$ cat config.mk
export PLATFORM = sky130hd
export DESIGN_NAME = slot_wheel_sched
export DESIGN_NICKNAME = d
export VERILOG_FILES = /design/src/rtl/wheel_sched_pkg.sv /design/src/rtl/wheel_ctrl.sv /design/src/rtl/slot_table.sv /design/src/rtl/slot_wheel_sched.sv
export SDC_FILE = /design/constraint.sdc
export NUM_CORES = 1
export LEC_CHECK = 0
export ABC_CLOCK_PERIOD_IN_PS = 1910
export BUFFER_PORTS_ARGS = -buffer_cell sky130_fd_sc_hd__buf_4
export CORE_MARGIN = 3
export CORE_UTILIZATION = 40
export DETAILED_ROUTE_END_ITERATION = 8
export MAX_ROUTING_LAYER = met4
export SLEW_MARGIN = 25
export SYNTH_ARGS = -nofsm -noshare
export SYNTH_HDL_FRONTEND = slang
export SYNTH_SLANG_ARGS = --single-unit
$ cat constraint.sdc
create_clock -name clk -period 1.91 [get_ports clk]
set_input_delay 0.0955 -clock clk [delete_from_list [all_inputs] [get_ports clk]]
set_output_delay 0.0955 -clock clk [all_outputs]
set_load 0.01 [all_outputs]
$ cat src/rtl/wheel_sched_pkg.sv
`timescale 1ns/1ps
package wheel_sched_pkg;
  // strobes from the wheel control to the slot table
  typedef struct packed {
    logic commit;    // copy staged table into live table this edge
    logic fixedSel;  // live mode is fixed interleave
  } wheelStb_t;
endpackage

$ cat src/rtl/wheel_ctrl.sv
`timescale 1ns/1ps
module wheel_ctrl
  import wheel_sched_pkg::*;
#(
  parameter int NUM_THREADS = 4,
  parameter int MAX_SLOTS   = 8,
  localparam int PTR_W = (MAX_SLOTS > 1) ? $clog2(MAX_SLOTS) : 1,
  localparam int CNT_W = $clog2(MAX_SLOTS + 1)
) (
  input  logic             clk,
  input  logic             rstN,
  input  logic             cfgWrEn,
  input  logic             cfgIsCount,
  input  logic [CNT_W-1:0] cfgCount,
  input  logic             fixedMode,
  output logic [PTR_W-1:0] ptr,
  output wheelStb_t        stb
);
  logic [CNT_W-1:0] stagedCount;
  logic [CNT_W-1:0] liveCount;
  logic             liveFixed;
  logic [CNT_W-1:0] lastIdx;
  logic [CNT_W-1:0] clampedCount;
  logic             wrap;

  // last live slot index
  always_comb begin
    if (liveFixed) lastIdx = CNT_W'(NUM_THREADS - 1);
    else           lastIdx = liveCount - CNT_W'(1);
  end

  assign wrap = (CNT_W'(ptr) == lastIdx);

  // legal range of the count register is 1..MAX_SLOTS
  always_comb begin
    if (cfgCount == '0)                     clampedCount = CNT_W'(1);
    else if (cfgCount > CNT_W'(MAX_SLOTS))  clampedCount = CNT_W'(MAX_SLOTS);
    else                                    clampedCount = cfgCount;
  end

  always_ff @(posedge clk or negedge rstN) begin
    if (!rstN) begin
      ptr <= '0;
    end else if (wrap) begin
      ptr <= '0;
    end else begin
      ptr <= ptr + PTR_W'(1);
    end
  end

  always_ff @(posedge clk or negedge rstN) begin
    if (!rstN) begin
      stagedCount <= CNT_W'(1);
    end else if (cfgWrEn && cfgIsCount) begin
      stagedCount <= clampedCount;
    end
  end

  always_ff @(posedge clk or negedge rstN) begin
    if (!rstN) begin
      liveCount <= CNT_W'(1);
      liveFixed <= 1'b0;
    end else if (wrap) begin
      liveCount <= stagedCount;
      liveFixed <= fixedMode;
    end
  end

  always_comb begin
    stb.commit   = wrap;
    stb.fixedSel = liveFixed;
  end
endmodule

$ cat src/rtl/slot_table.sv
`timescale 1ns/1ps
module slot_table
  import wheel_sched_pkg::*;
#(
  parameter int NUM_THREADS = 4,
  parameter int MAX_SLOTS   = 8,
  localparam int PTR_W = (MAX_SLOTS > 1) ? $clog2(MAX_SLOTS) : 1,
  localparam int TID_W = $clog2(NUM_THREADS)
) (
  input  logic                   clk,
  input  logic                   rstN,
  input  logic                   cfgWrEn,
  input  logic                   cfgIsCount,
  input  logic [PTR_W-1:0]       cfgSlotIdx,
  input  logic [TID_W-1:0]       cfgTid,
  input  logic                   cfgSlotEn,
  input  wheelStb_t              stb,
  input  logic [PTR_W-1:0]       ptr,
  input  logic [NUM_THREADS-1:0] threadReady,
  output logic                   issueValid,
  output logic [TID_W-1:0]       issueTid
);
  logic [MAX_SLOTS-1:0] stagedEn;
  logic [MAX_SLOTS-1:0] liveEn;
  logic [TID_W-1:0]     stagedTid [MAX_SLOTS];
  logic [TID_W-1:0]     liveTid   [MAX_SLOTS];

  logic             selEn;
  logic [TID_W-1:0] selTid;

  for (genvar s = 0; s < MAX_SLOTS; s++) begin : g_slot
    logic hit;
    assign hit = cfgWrEn && !cfgIsCount && (cfgSlotIdx == PTR_W'(s));

    always_ff @(posedge clk or negedge rstN) begin
      if (!rstN) begin
        stagedEn[s]  <= 1'b0;
        stagedTid[s] <= '0;
      end else if (hit) begin
        stagedEn[s]  <= cfgSlotEn;
        stagedTid[s] <= cfgTid;
      end
    end

    // live copy takes the pre-edge staged value on a wrap
    always_ff @(posedge clk or negedge rstN) begin
      if (!rstN) begin
        liveEn[s]  <= 1'b0;
        liveTid[s] <= '0;
      end else if (stb.commit) begin
        liveEn[s]  <= stagedEn[s];
        liveTid[s] <= stagedTid[s];
      end
    end
  end

  always_comb begin
    if (stb.fixedSel) begin
      selEn  = 1'b1;
      selTid = ptr[TID_W-1:0];
    end else begin
      selEn  = liveEn[ptr];
      selTid = liveTid[ptr];
    end
  end

  assign issueValid = selEn && threadReady[selTid];
  assign issueTid   = issueValid ? selTid : '0;
endmodule

$ cat src/rtl/slot_wheel_sched.sv
`timescale 1ns/1ps
module slot_wheel_sched
  import wheel_sched_pkg::*;
#(
  parameter int NUM_THREADS = 4,
  parameter int MAX_SLOTS   = 8,
  localparam int PTR_W = (MAX_SLOTS > 1) ? $clog2(MAX_SLOTS) : 1,
  localparam int CNT_W = $clog2(MAX_SLOTS + 1),
  localparam int TID_W = $clog2(NUM_THREADS)
) (
  input  logic                   clk,
  input  logic                   rstN,
  input  logic                   cfgWrEn,
  input  logic                   cfgIsCount,
  input  logic [PTR_W-1:0]       cfgSlotIdx,
  input  logic [TID_W-1:0]       cfgTid,
  input  logic                   cfgSlotEn,
  input  logic [CNT_W-1:0]       cfgCount,
  input  logic                   fixedMode,
  input  logic [NUM_THREADS-1:0] threadReady,
  output logic                   issueValid,
  output logic [TID_W-1:0]       issueTid,
  output logic [PTR_W-1:0]       issueSlot
);
  wheelStb_t        wheelStb;
  logic [PTR_W-1:0] wheelPtr;

  wheel_ctrl #(.NUM_THREADS(NUM_THREADS), .MAX_SLOTS(MAX_SLOTS)) u_ctrl (
    .clk       (clk),
    .rstN      (rstN),
    .cfgWrEn   (cfgWrEn),
    .cfgIsCount(cfgIsCount),
    .cfgCount  (cfgCount),
    .fixedMode (fixedMode),
    .ptr       (wheelPtr),
    .stb       (wheelStb)
  );

  slot_table #(.NUM_THREADS(NUM_THREADS), .MAX_SLOTS(MAX_SLOTS)) u_table (
    .clk        (clk),
    .rstN       (rstN),
    .cfgWrEn    (cfgWrEn),
    .cfgIsCount (cfgIsCount),
    .cfgSlotIdx (cfgSlotIdx),
    .cfgTid     (cfgTid),
    .cfgSlotEn  (cfgSlotEn),
    .stb        (wheelStb),
    .ptr        (wheelPtr),
    .threadReady(threadReady),
    .issueValid (issueValid),
    .issueTid   (issueTid)
  );

  assign issueSlot = wheelPtr;
endmodule

==> impl_results.md <==
* Length in cells of the worst reg-to-reg path at 9
* H-tree levels at 3
* Overall fraction of global-route tracks in use at 0.153
* Type of the worst min-delay path: input pin to flop
* Area of the die at 0.00807 mm^2
* Final-layout fill cell count at 569
* Maximum number of pins on one net before global-route repair at 61
* CP startpoint kind: flop
* Logic depth of the worst setup path including buffers at 9
* Syn Inst Count at 191
* Sequential-to-total area share from yosys stat at 0.535
* Cells traversed along the worst timing path: inv_2, ha_4, xnor2_2, o21a_1, o32ai_2, nand2_2, buf_6, buf_12, mux2_4
* Violations in the final reports: setup timing
* Final worst setup slack at -0.236 ns
* Pre-antenna DRT Iters at 4
* Proportion of layout cells with a drive suffix above 1 at 0.559
* Die outline height at 89.8 um
* Worst setup path start: u_ctrl.liveCount[0]
* Global-route congestion overflow total at 0
* Cell area after technology mapping at 0.00281 mm^2
* Clock Pin Slew Worst Setup and Hold Paths at 0.07 ns
* Mean post-synth cell area at 14.7 um^2
* Setup slack of the most critical reg-to-reg path at -0.24 ns
* WL final at 5470 um
* Net total in the final layout at 264
* Highest attainable clock frequency at 466 MHz
* Crit path to: u_table.liveTid[10]
* Number of max-slew violations in the final report at 0
* Required @ worst endpoint at 2.13 ns
* Die outline width at 89.8 um
* Worst R2R End: u_table.liveTid[10]
* Flops & latches, synth at 60
* Core area at 0.00657 mm^2
* Num CTS Buffers at 9
* Number of primary I/O pins at 25
* Clock tree skew after final layout at 0.00559 ns
* Detailed-placement wirelength estimate at 3630 um
* Post-DR wirelength/cell at 16.1 um
* TritonCTS clock tree: done
* Final Cycle Share at 1.12
* Number of flops mapped to enable cells by yosys at 0
* Mapped Nets at 212
* Headroom to the max-slew limit at 0.498
* Routability congestion estimate from global placement at 0.701
* CP Capture Type: flop
* Longest individual stage delay on the worst path at 0.54 ns
* Post-route DRC at 0
* Average via count per standard cell at 4.86
* Power Dens Cells at 1860 mW/mm^2
* Largest delay contributor family on the critical path: flip-flops
* RSZ-0062 raised after global routing: yes
* Highest ir drop seen on vdd at 0.502 mV
* Initial standard-cell utilization of the core at 0.428
* Worst-Margin Slew at 0.753 ns
* Reported leakage power at 1.69 nW
* Post-route antenna net violation count at 0
* Number of vias after detailed routing at 1652
* Root buffer cell: clkbuf_8
* Initial DRC count at 82
* MaxCap Viol Count at 0
* Outcome: complete, but fails checks
* Class of the most critical setup path: flop to flop
* Shortest period the worst path allows at 2.15 ns
* PortBufs at 24
* Area growth from synthesis to final layout at 27.5%
* Post-layout power at 0.00667 W
* Arrival time of the worst setup path at 2.36 ns
* Buffering stage count on the worst path with inverters included at 3
* Initial antenna violation count at 0
* Final antenna diode count at 0
* Distinct cell type count of the synthesized netlist at 36
* Share of async-settable or async-resettable flops after synthesis at 1.00
* Master of the slowest instance on the critical path: dfstp_2
* Number of global-route vias before repair at 1726
* Clock latency on the worst-skew pair at 0.33 ns
* Total of warnings raised by yosys at 0
* Final setup violating endpoints at 33
* Buffer depth of the longest clock path at 2
* Core occupancy in the finished layout at 0.546
* Wire length of the first global-routing pass at 9270 um
* Sinks on the clock net at 60
* Crit Reg-Reg Startpoint: u_ctrl.liveCount[0]
* Standard-cell row count at 29
* Maximum net fanout on the critical path at 12
* Hold Vio Cnt, Final at 0
* Primary flip-flop cell chosen by synthesis mapping: dfrtp_1
## Yosys cell counts, types with 3 or more instances
master | number | area, um^2
a21oi_1 | 3 | 15.0
buf_6 | 3 | 33.8
dfrtp_1 | 58 | 1450
inv_1 | 4 | 15.0
mux2_2 | 27 | 304
mux2_4 | 29 | 435
mux2i_1 | 5 | 50.1
mux4_2 | 4 | 90.1
nand2_1 | 6 | 22.5
nand2b_1 | 5 | 31.3
nand3b_1 | 3 | 22.5
nor2_1 | 6 | 22.5
nor3_1 | 3 | 15.0
nor3b_1 | 4 | 30.0
o22ai_1 | 3 | 18.8
## metal layers
metal  track usage  share of wire
met4        0.0498         0.0091
met3        0.0492          0.039
met5             -              0
met2         0.207           0.43
met1         0.218           0.52
## kinds of logic after synthesis
kind of cell | count (synthesis) | share of synthesized area
buffers and inverters | 10 | 0.0223
xor gates and xnor gates | 4 | 0.0125
adders and majority gates | 2 | 0.00890
DFF | 60 | 0.535
AOI/OAI and AO/OA | 16 | 0.0401
muxes | 65 | 0.313
and+or+nand+nor | 34 | 0.0681
## flip-flops by register name (all words and copies together) (netlist names)
register	cells
u_ctrl.liveCount	4
u_table.liveEn	8
u_ctrl.liveFixed	1
u_ctrl.stagedCount	4
u_table.stagedEn	8
u_table.stagedTid	16
u_ctrl.ptr	3
u_table.liveTid	16
## final cells by class
| class | count | area, um^2 | share of cell area |
|---|---|---|---|
| Tap cell | 93 | 116 | 0.0325 |
| Clock inverter | 5 | 52.6 | 0.0147 |
| Sequential cell | 60 | 1510 | 0.421 |
| Multi-Input combinational cell | 121 | 1320 | 0.368 |
| Inverter | 4 | 15.0 | 0.00419 |
| Timing Repair Buffer | 47 | 437 | 0.122 |
| Clock buffer | 10 | 138 | 0.0384 |
## worst min path at each step
stage	from	endpoint	slack, ns	depth (start not counted)
floorplan	rstN	u_ctrl.liveCount[1]	-0.20	0
global placement	rstN	u_table.stagedTid[0]	0.22	1
detailed placement	rstN	u_table.stagedTid[3]	0.21	1
CTS	cfgCount[1]	u_ctrl.stagedCount[1]	0.01	3
global route	cfgCount[2]	u_ctrl.stagedCount[2]	0.04	3
finish	cfgCount[1]	u_ctrl.stagedCount[1]	0.03	3
## layout by cell type (no fill, tap or decap), drive strengths merged, types with 2 or more instances in the layout
master,instances
a21oi,3
ha,2
o21ai,3
nor3b,4
buf,44
or2,2
clkbuf,10
nand2,7
clkinv,3
xnor2,2
dfrtp,58
o22ai,3
mux2,56
mux4,4
nor2,6
dfstp,2
nand3b,3
nand2b,5
nor3,3
dlygate4sd3,3
xor2,2
mux2i,5
inv,4
## repair_timing
| action | 4_1_cts | 5_1_grt |
|---|---|---|
| endpoints found under the setup margin | 33 | 33 |
| hold endpoints to repair | 60 | 0 |
| cloned | 2 | 0 |
| buffers inserted | 5 | 1 |
| hold buffers | 3 | 0 |
| pin swaps | 4 | 1 |
| gates resized for setup | 16 | 4 |
## metrics by stage
stage | setup WS [ns] | area [um^2] | TNS, ns | hold WS (ns) | cells
after floorplan | -0.111 | 2830 | -3.08 | -0.200 | 191
after global placement | -0.135 | 3190 | -3.65 | 0.222 | 314
after detailed placement | -0.139 | 3190 | -3.72 | 0.214 | 314
after CTS | -0.233 | 3550 | -6.29 | 0.0140 | 339
after global routing | -0.325 | 3580 | -9.51 | 0.0386 | 340
final | -0.236 | 3580 | -6.81 | 0.0286 | 340
## power breakdown
part | internal, W | switching (W) | total (W)
logic | 0.00223 | 0.00123 | 0.00347
clock network | 0.000623 | 0.000481 | 0.00110
registers | 0.00176 | 0.000346 | 0.00210
## worst reg2reg max path, delay by kind of cell (launching register included)
kind | cells | cell delay [ns]
flip-flops | 1 | 0.54
adder cells (fa/ha/maj) | 1 | 0.15
XOR/XNOR | 1 | 0.12
AND/OR/NAND/NOR | 1 | 0.11
AO/OA/AOI/OAI | 2 | 0.45
multiplexers | 1 | 0.30
buffers and inverters | 3 | 0.36
No activity file was read; power rests on OpenSTA's default activity.
